`src/rtl/smf_pkg.sv`:
```
package smf_pkg;

  typedef enum logic [1:0] {
    CNT_HOLD = 2'd0,
    CNT_UP   = 2'd1,
    CNT_DOWN = 2'd2
  } cnt_act_e;

  // Simultaneous raise and lower of one counter cancel out.
  function automatic cnt_act_e cnt_action(input logic inc, input logic dec);
    if (inc && !dec) return CNT_UP;
    if (dec && !inc) return CNT_DOWN;
    return CNT_HOLD;
  endfunction

endpackage

```
`src/rtl/smf_include.sv`:
```
module smf_include #(
  parameter int ADDR_W   = 16,
  parameter int NUM_HASH = 3,
  parameter int IDX_W    = 5,
  parameter int STRIDE   = 3,
  parameter int CNT_W    = 2
) (
  input  logic              clk,
  input  logic              rst_n,
  input  logic              fill_v,
  input  logic [ADDR_W-1:0] fill_addr,
  input  logic              evict_v,
  input  logic [ADDR_W-1:0] evict_addr,
  input  logic [ADDR_W-1:0] snp_addr,
  input  logic [ADDR_W-1:0] tag_addr,
  output logic              snp_maybe,
  output logic              tag_maybe
);
  import smf_pkg::*;

  localparam int DEPTH = 1 << IDX_W;
  localparam logic [CNT_W-1:0] CNT_MAX = {CNT_W{1'b1}};

  // Slice k of the block address selects the counter in bank k.
  function automatic logic [IDX_W-1:0] hidx(input logic [ADDR_W-1:0] a, input int k);
    return a[k*STRIDE +: IDX_W];
  endfunction

  // Saturating step: a full counter is sticky, an empty one never underflows.
  function automatic logic [CNT_W-1:0] next_cnt(input logic [CNT_W-1:0] cur, input cnt_act_e act);
    case (act)
      CNT_UP:   return (cur == CNT_MAX) ? cur : cur + 1'b1;
      CNT_DOWN: return (cur == CNT_MAX || cur == '0) ? cur : cur - 1'b1;
      default:  return cur;
    endcase
  endfunction

  logic [CNT_W-1:0]    cnt_q [NUM_HASH][DEPTH];
  logic [IDX_W-1:0]    fidx  [NUM_HASH];
  logic [IDX_W-1:0]    eidx  [NUM_HASH];
  logic [IDX_W-1:0]    sidx  [NUM_HASH];
  logic [IDX_W-1:0]    tidx  [NUM_HASH];
  logic [NUM_HASH-1:0] snp_bit;
  logic [NUM_HASH-1:0] tag_bit;

  for (genvar k = 0; k < NUM_HASH; k++) begin : g_bank
    assign fidx[k]    = hidx(fill_addr, k);
    assign eidx[k]    = hidx(evict_addr, k);
    assign sidx[k]    = hidx(snp_addr, k);
    assign tidx[k]    = hidx(tag_addr, k);
    assign snp_bit[k] = (cnt_q[k][sidx[k]] != '0);
    assign tag_bit[k] = (cnt_q[k][tidx[k]] != '0);

    // a filled block finds a non-zero counter in every bank next cycle.
    assert_fill_sets_R2: assert property (@(posedge clk) disable iff (!rst_n)
      fill_v |=> (cnt_q[k][$past(fidx[k])] != '0));

    for (genvar j = 0; j < DEPTH; j++) begin : g_cnt
      // a saturated counter never leaves saturation.
      assert_no_wrap_R5: assert property (@(posedge clk) disable iff (!rst_n)
        (cnt_q[k][j] == CNT_MAX) |=> (cnt_q[k][j] == CNT_MAX));
    end
  end

  always_ff @(posedge clk) begin
    for (int k = 0; k < NUM_HASH; k++) begin
      for (int j = 0; j < DEPTH; j++) begin
        if (!rst_n) begin
          cnt_q[k][j] <= '0;
        end else begin
          cnt_q[k][j] <= next_cnt(cnt_q[k][j],
                                  cnt_action(fill_v  && (fidx[k] == IDX_W'(j)),
                                             evict_v && (eidx[k] == IDX_W'(j))));
        end
      end
    end
  end

  assign snp_maybe = &snp_bit;
  assign tag_maybe = &tag_bit;

endmodule

```
`src/rtl/smf_exclude.sv`:
```
module smf_exclude #(
  parameter int ADDR_W  = 16,
  parameter int ENTRIES = 4
) (
  input  logic              clk,
  input  logic              rst_n,
  input  logic [ADDR_W-1:0] probe_addr,
  output logic              probe_hit,
  input  logic              fill_v,
  input  logic [ADDR_W-1:0] fill_addr,
  input  logic              alloc_req,
  input  logic [ADDR_W-1:0] alloc_addr
);
  localparam int PTR_W = (ENTRIES > 1) ? $clog2(ENTRIES) : 1;

  function automatic logic [PTR_W-1:0] next_ptr(input logic [PTR_W-1:0] p);
    return (p == PTR_W'(ENTRIES-1)) ? '0 : p + 1'b1;
  endfunction

  logic [ENTRIES-1:0] valid_q;
  logic [ADDR_W-1:0]  tag_q [ENTRIES];
  logic [PTR_W-1:0]   ptr_q;
  logic [ENTRIES-1:0] probe_match;
  logic [ENTRIES-1:0] alloc_match;
  logic [ENTRIES-1:0] fill_match;
  logic               alloc_en;

  for (genvar e = 0; e < ENTRIES; e++) begin : g_ent
    assign probe_match[e] = valid_q[e] && (tag_q[e] == probe_addr);
    assign alloc_match[e] = valid_q[e] && (tag_q[e] == alloc_addr);
    assign fill_match[e]  = valid_q[e] && (tag_q[e] == fill_addr);

    // an entry matching a fill is gone next cycle unless it was rewritten.
    assert_fill_clears_R8: assert property (@(posedge clk) disable iff (!rst_n)
      (fill_v && fill_match[e] && !(alloc_en && ptr_q == PTR_W'(e))) |=> !valid_q[e]);
  end

  assign probe_hit = |probe_match;
  assign alloc_en  = alloc_req && !(|alloc_match);

  always_ff @(posedge clk) begin
    if (!rst_n) begin
      valid_q <= '0;
      ptr_q   <= '0;
      for (int e = 0; e < ENTRIES; e++) tag_q[e] <= '0;
    end else begin
      for (int e = 0; e < ENTRIES; e++) begin
        if (alloc_en && ptr_q == PTR_W'(e)) begin
          valid_q[e] <= 1'b1;
          tag_q[e]   <= alloc_addr;
        end else if (fill_v && fill_match[e]) begin
          valid_q[e] <= 1'b0;
        end
      end
      if (alloc_en) ptr_q <= next_ptr(ptr_q);
    end
  end

  // a written entry holds the allocated address.
  assert_alloc_written_R6: assert property (@(posedge clk) disable iff (!rst_n)
    alloc_en |=> (valid_q[$past(ptr_q)] && tag_q[$past(ptr_q)] == $past(alloc_addr)));

  // the pointer moves one step per write and holds otherwise.
  assert_rr_step_R9: assert property (@(posedge clk) disable iff (!rst_n)
    alloc_en |=> (ptr_q == next_ptr($past(ptr_q))));
  assert_rr_hold_R9: assert property (@(posedge clk) disable iff (!rst_n)
    !alloc_en |=> $stable(ptr_q));

  // an allocated address occupies at most one entry.
  assert_no_dup_R10: assert property (@(posedge clk) disable iff (!rst_n)
    alloc_req |=> $onehot0(alloc_match));

endmodule

```
`src/rtl/snoop_miss_filter.sv`:
```
module snoop_miss_filter #(
  parameter int ADDR_W     = 16,
  parameter int NUM_HASH   = 3,
  parameter int IDX_W      = 5,
  parameter int STRIDE     = 3,
  parameter int CNT_W      = 2,
  parameter int EX_ENTRIES = 4
) (
  input  logic              clk,
  input  logic              rst_n,
  input  logic              snp_valid,
  input  logic [ADDR_W-1:0] snp_addr,
  output logic              snp_skip,
  input  logic              fill_valid,
  input  logic [ADDR_W-1:0] fill_addr,
  input  logic              evict_valid,
  input  logic [ADDR_W-1:0] evict_addr,
  input  logic              tag_valid,
  input  logic [ADDR_W-1:0] tag_addr,
  input  logic              tag_hit
);

  logic snp_maybe;
  logic tag_maybe;
  logic excl_hit;
  logic fill_bypass;
  logic fill_on_tag;
  logic incl_clear;
  logic alloc_req;

  smf_include #(
    .ADDR_W(ADDR_W), .NUM_HASH(NUM_HASH), .IDX_W(IDX_W),
    .STRIDE(STRIDE), .CNT_W(CNT_W)
  ) u_incl (
    .clk(clk), .rst_n(rst_n),
    .fill_v(fill_valid), .fill_addr(fill_addr),
    .evict_v(evict_valid), .evict_addr(evict_addr),
    .snp_addr(snp_addr), .tag_addr(tag_addr),
    .snp_maybe(snp_maybe), .tag_maybe(tag_maybe)
  );

  smf_exclude #(
    .ADDR_W(ADDR_W), .ENTRIES(EX_ENTRIES)
  ) u_excl (
    .clk(clk), .rst_n(rst_n),
    .probe_addr(snp_addr), .probe_hit(excl_hit),
    .fill_v(fill_valid), .fill_addr(fill_addr),
    .alloc_req(alloc_req), .alloc_addr(tag_addr)
  );

  assign fill_bypass = fill_valid && (fill_addr == snp_addr);
  assign fill_on_tag = fill_valid && (fill_addr == tag_addr);
  assign incl_clear  = !snp_maybe;
  assign alloc_req   = tag_valid && !tag_hit && tag_maybe && !fill_on_tag;
  assign snp_skip    = snp_valid && !fill_bypass && (incl_clear || excl_hit);

  // a snoop meeting a same-block fill reaches the tags.
  assert_fill_forward_R8: assert property (@(posedge clk) disable iff (!rst_n)
    (snp_valid && fill_bypass) |-> !snp_skip);

  // no skip without a snoop.
  assert_idle_quiet_R11: assert property (@(posedge clk) disable iff (!rst_n)
    !snp_valid |-> !snp_skip);

endmodule

```
`config.mk`:
```
export PLATFORM = sky130hd
export DESIGN_NAME = snoop_miss_filter
export DESIGN_NICKNAME = d
export VERILOG_FILES = /design/src/rtl/smf_pkg.sv /design/src/rtl/smf_include.sv /design/src/rtl/smf_exclude.sv /design/src/rtl/snoop_miss_filter.sv
export SDC_FILE = /design/constraint.sdc
export NUM_CORES = 1
export LEC_CHECK = 0
export BUFFER_PORTS_ARGS = -buffer_cell sky130_fd_sc_hd__buf_2
export CAP_MARGIN = 20
export CORE_MARGIN = 2
export CORE_UTILIZATION = 35
export CTS_CLUSTER_DIAMETER = 40
export CTS_CLUSTER_SIZE = 30
export DETAILED_ROUTE_END_ITERATION = 8
export PLACE_DENSITY = 0.5
export SLEW_MARGIN = 20
export SYNTH_ARGS = -nofsm -noshare
export SYNTH_HDL_FRONTEND = slang
export SYNTH_SLANG_ARGS = --single-unit
```
`constraint.sdc`:
```
create_clock -name clk -period 5.5 [get_ports clk]
set_input_delay 0.55 -clock clk [delete_from_list [all_inputs] [get_ports clk]]
set_output_delay 0.55 -clock clk [all_outputs]
set_load 0.005 [all_outputs]
```
==> results of run 1 <==
[final timing paths]
path,endpoint,startpoint,depth (start not counted)
worst min-delay path,u_excl.ptr_q[0],rst_n,3
worst max register to register,u_excl.tag_q[0][26],u_incl.cnt_q[2][40],7
worst min register to register,u_excl.ptr_q[1],u_excl.ptr_q[1],2
worst max-delay path,snp_skip,snp_addr[7],7
[cells in the mapped netlist, drive strengths merged, types with 21 or more instances]
cell      n  area (µm²)
nor2b    21         131
inv     220         826
mux4     26         586
nand3    50         250
o21ai    29         145
and2    224        1400
xor2    241        2110
edfxtp   64        1920
nor3     95         509
nand2   188         706
a21oi    49         245
buf      49         270
nor4     61         382
xnor2   243        2130
ha      240        3000
dfxtp   198        3960
nand2b   22         138
a221oi   70         613
nand4    31         194
clkbuf   75         283
nor2    189         717
[flip-flops by register name, indices dropped and copies added, names as in the netlist]
signal / cells
u_excl.ptr_q: 2
u_excl.tag_q: 64
u_excl.valid_q: 4
u_incl.cnt_q: 192
[through the flow]
stage | power (mW) | std cells | hold WS (ns) | setup slack [ns] | area, µm²
2_1_floorplan | 2.52 | 2553 | 0.468 | 2.47 | 21800
3_3_place_gp | 2.74 | 3345 | 0.484 | 1.32 | 22800
3_5_place_dp | 2.75 | 3345 | 0.507 | 1.31 | 22800
4_1_cts | 6.89 | 3464 | 0.457 | 1.61 | 25100
5_1_grt | 7.04 | 3464 | 0.473 | 1.54 | 25100
6_report | 6.81 | 3465 | 0.489 | 1.65 | 25100
[worst max-delay path: stages]
cell,delay (ns)
buf_2,0.63
mux4_2,0.41
mux4_2,0.49
mux2_2,0.32
a211oi_1,0.53
a21oi_1,0.18
buf_2,0.17
[layer usage]
layer / GRT usage, % / vias to the layer above / part of all wire [%]
met4: 7.60 / 0 / 3.3
met5: 0 / - / 0
met3: 3.88 / 139 / 6.6
met1: 27.2 / 8666 / 44
met2: 35.7 / 538 / 47
li1: - / 8696 / -
[cell type report]
type | instances | share of cell area [%]
Sequential cell | 262 | 23.4
Multi-Input combinational cell | 1946 | 58.1
Timing Repair Buffer | 79 | 1.73
Inverter | 221 | 3.30
Clock buffer | 85 | 7.38
Antenna cell | 1 | 0.00996
Clock inverter | 34 | 1.93
Tap cell | 837 | 4.17
[power by group]
part           switching (mW)  leakage (nW)  internal (mW)  total, mW
clock network            1.33          1.13           2.76       4.09
registers              0.0490          2.26           2.01       2.06
logic                   0.434          7.54          0.227      0.661
[kinds of logic (layout without fill, tap and decap cells)]
| family | Yosys count | count (layout) | synth area share, % |
|---|---|---|---|
| and+or+nand+nor | 945 | 945 | 22.4 |
| other | 0 | 1 | 0 |
| adders and majority gates | 240 | 240 | 13.7 |
| buffers and inverters | 345 | 419 | 6.33 |
| muxes | 40 | 40 | 3.34 |
| DFF | 262 | 262 | 26.9 |
| xor gates and xnor gates | 484 | 484 | 19.4 |
| AOI/OAI and AO/OA | 237 | 237 | 7.81 |
==> impl_metrics.tcl, run 1 <==
set metrics [dict create \
    port_buffers 66 \
    vias_per_cell 5.21 \
    dpl.hpwl_mm 47.3 \
    cap_viol_max_count 0 \
    finalHoldViolCount 0 \
    drc_errors 0 \
    n_fill_cell 6149 \
    powerDensity_nw_per_um2 271 \
    yosys_warnings 0 \
    avgSynthCellArea_um2 8.56 \
    endpoint_kind "primary output" \
    post_drt_wl_per_cell_um 19.6 \
    critPathArrivalTime_ns 3.30 \
    numCtsBuffers 66 \
    setup_violations 0 \
    post_cts_buffers 0 \
    criticalPathCategory "in -> out" \
    fmax_ghz 0.260 \
    path_max_fanout 31 \
    grt_pass1_vias 18074 \
    fp-row-count 91 \
    tightest_slew_ns 0.986 \
    outcome "finished, final reports clean" \
    nNetsFinal 2887 \
    htreeDepth 3 \
    grt_pass1_wl_mm 104 \
    timing.final.crit_period_ns 3.85 \
    worstSetupStartpointType "primary input" \
    dieArea_um2 64400 \
    num_vias 18039 \
    ys_ff_latch 262 \
    die_h_um 254 \
    layout_commonest_cell "xnor2_1" \
    p_leak_nw 10.9 \
    area_delta_synth_final_pct 15.0 \
    async_flop_share_pct 0 \
    ant_nets 0 \
    cts_resized 0 \
    syn_area_um2 21800 \
    syn_inst 2553 \
    peakVddDrop_uv 229 \
    synthFlopType "dfxtp_1" \
    clock_latency_ns 0.61 \
    ys_seq_area_share_pct 26.9 \
    layout_common_cells "xnor2_1, xor2_1, ha_1, and2_1, inv_1" \
    synth_edf_count 64 \
    antenna_found_initial 1 \
    drv_slew 0 \
    ctsHoldBuffers 0 \
    required_ns 4.95 \
    fin_worst_skew_ns 0.0331 \
    cts_tree "done" \
    rsz0062_at_grt "no" \
    period_share_pct 70.0 \
    cts.path.max_buffers 3 \
    slew_headroom_pct 34.2 \
    ys_types 65 \
    clk_pin_slew_worst_paths_ns 0.05 \
    cts_root_buf "clkbuf_16" \
    fin_tns_setup_ns 0 \
    final_util_pct 40.7 \
    routed_wl_mm 67.9 \
    core_area_um2 61700 \
    regArea_um2 5890 \
    ios 72 \
    drive_gt1_share_pct 9.40 \
    start_util_pct 35.4 \
    holdCritPathClass "in -> reg" \
    cts_sinks 262 \
    dieWidth_um 254 \
    gp_congestion 0.877 \
    synth_nets 2864 \
    multi_input_area_um2 14600 \
    overflow 0 \
    grt_start_max_net_pins 121 \
    drt_iter0_markers 1313 \
    r2r_slack_ns 2.26 \
    first_pass_iters 7 \
    track_usage_pct 21.2 \
]
Note: power is estimated with default switching activity, not from simulation.
==> inputs of run 2 (changes only) <==
==> constraint.sdc (replaced) <==
create_clock -name clk -period 3.83 [get_ports clk]
set_input_delay 0.383 -clock clk [delete_from_list [all_inputs] [get_ports clk]]
set_output_delay 0.383 -clock clk [all_outputs]
set_load 0.005 [all_outputs]
==> run 2 against run 1 <==
Compared with the run above:
- global-route usage up 0.22 points
- critical endpoint unchanged
- combinational power is 48% higher
- sequential cell count unchanged
- count of clock-buffer cells in the layout grew 10
- first-iteration DRC count down 14%
- hold slack lost 0.30 ns
- power rose by 48%
- utilization rose by 0.65 points
- die area did not move
- register-to-register slack worse by 1.6 ns
- sequential power increased by 44%
==> impl_metrics.tcl, run 2 (same netlist as run 1, synthesis figures left out) <==
set metrics [dict create \
    largest_register_ffs 192 \
    ant_nets 0 \
    cp_slowest_cell "mux4_2" \
    cp_cell_sequence "nor2_1 -> mux4_2 -> mux4_2 -> mux2_2 -> a211oi_1 -> buf_4 -> a21oi_1 -> buf_2" \
    cts_resized 0 \
    port_buffers 66 \
    num_vias 18108 \
    endpoint_kind "primary output" \
    numCtsBuffers 70 \
    layout_common_cells "xnor2_1, xor2_1, ha_1, and2_1, inv_1" \
    drc_errors 0 \
    finalHoldViolCount 0 \
    gp_congestion 0.895 \
    timing.final.crit_period_ns 3.47 \
    postLayoutSetupSlackWorst_ns 0.356 \
    critPathArrivalTime_ns 3.09 \
    die_h_um 254 \
    crit_top_cell "mux4_2" \
    cts_root_buf "clkbuf_16" \
    dieArea_um2 64400 \
    drive_gt1_share_pct 10.7 \
    cpPeakStageDelay_ns 0.49 \
    ctsHoldBuffers 0 \
    first_pass_iters 5 \
    final_util_pct 41.4 \
    cts_sinks 262 \
    cts.path.max_buffers 3 \
    track_usage_pct 21.5 \
    critical_path.top_delay_family "multiplexers" \
    total_power_mw 10.1 \
    clock_latency_ns 0.61 \
    final_cell_area_um2 25500 \
    drv_slew 0 \
    dpl.hpwl_mm 49.3 \
    cts_tree "done" \
    largestRegisters "u_incl.cnt_q (192), u_excl.tag_q (64), u_excl.valid_q (4)" \
    worstSetupStartpointType "register" \
    rsz0062_at_grt "no" \
    tightest_slew_ns 0.782 \
    fmax_ghz 0.288 \
    nNetsFinal 2926 \
    routed_wl_mm 68.1 \
    required_ns 3.45 \
    path_buf_inv 2 \
    grt_pass1_wl_mm 105 \
    overflow 0 \
    fp-row-count 91 \
    path_max_fanout 4 \
    cap_viol_max_count 0 \
    vias_per_cell 5.16 \
    post_drt_wl_per_cell_um 19.4 \
    outcome "finished, final reports clean" \
    fin_worst_skew_ns 0.0219 \
    layout_commonest_cell "xnor2_1" \
    dieWidth_um 254 \
    criticalPathCategory "reg -> out" \
    placed_cell_area_um2 23100 \
    p_leak_nw 11.2 \
    ios 72 \
    clk_pin_slew_worst_paths_ns 0.05 \
    post_cts_buffers 0 \
    htreeDepth 3 \
    fin_tns_setup_ns 0 \
    holdCritPathClass "in -> reg" \
    start_util_pct 35.4 \
    final_cells 3508 \
    place_inst 3380 \
    slew_headroom_pct 47.7 \
    crit_cells 8 \
    grt_start_max_net_pins 86 \
    setup_violations 0 \
    hold_ws_ns 0.193 \
    area_delta_synth_final_pct 16.8 \
    r2r.worst_path.cells 9 \
    grt_pass1_vias 18210 \
    peakVddDrop_uv 294 \
    antenna_found_initial 3 \
    powerDensity_nw_per_um2 395 \
    core_area_um2 61700 \
    drt_iter0_markers 1128 \
    largest_register "u_incl.cnt_q" \
    period_share_pct 90.7 \
    hold-path-cell-count 3 \
    pre_cts_ws_ns 0.277 \
]
run 2: cell count changes in the layout (fill, tap and decap cells not counted), sizes merged:
cell,previous run,this run
bufinv,8,7
buf,79,114
clkbuf,85,95
inv,223,226
clkinv,19,12
diode,1,2
clkinvlp,5,7
run 2: where the power goes:
group	switching [mW]	leakage, nW	internal (mW)
Sequential	0.0708	2.26	2.89
Combinational	0.629	7.71	0.351
Clock	1.93	1.19	4.20
Total	2.63	11.2	7.45
run 2: path summary, 6_finish.rpt:
check,start,endpoint,slack [ns]
max,u_incl.cnt_q[2][24],snp_skip,0.36
min reg2reg,u_excl.ptr_q[1],u_excl.ptr_q[1],0.51
min,rst_n,u_excl.ptr_q[0],0.19
max reg2reg,u_incl.cnt_q[1][8],u_excl.tag_q[0][2],0.68
run 2: layout make-up:
cell class | instances | area (µm²)
clock inverters | 31 | 424
fillers | 6263 | 36200
diodes | 2 | 5.00
multi-input cells | 1946 | 14600
flip-flops and latches | 262 | 5890
inverters | 221 | 830
repair buffers | 114 | 706
clock buffers | 95 | 2040
well taps | 837 | 1050
run 2: layer usage:
metal  share of wire [%]  GRT usage (%)  up-vias
li1                    -              -     8777
met3                 5.9           4.09      143
met4                 3.4           7.76        2
met2                  46           35.6      499
met1                  44           27.6     8687
met5               0.023              0        -
run 2: worst register-to-register path, cell delays in order (launching register included):
cell,delay [ns]
dfxtp_1,0.40
nor2_1,0.12
mux4_2,0.47
nor3b_1,0.15
nor4_1,0.41
buf_4,0.18
nand4_1,0.19
buf_4,0.22
nor2_4,0.19
a21bo_2,0.46
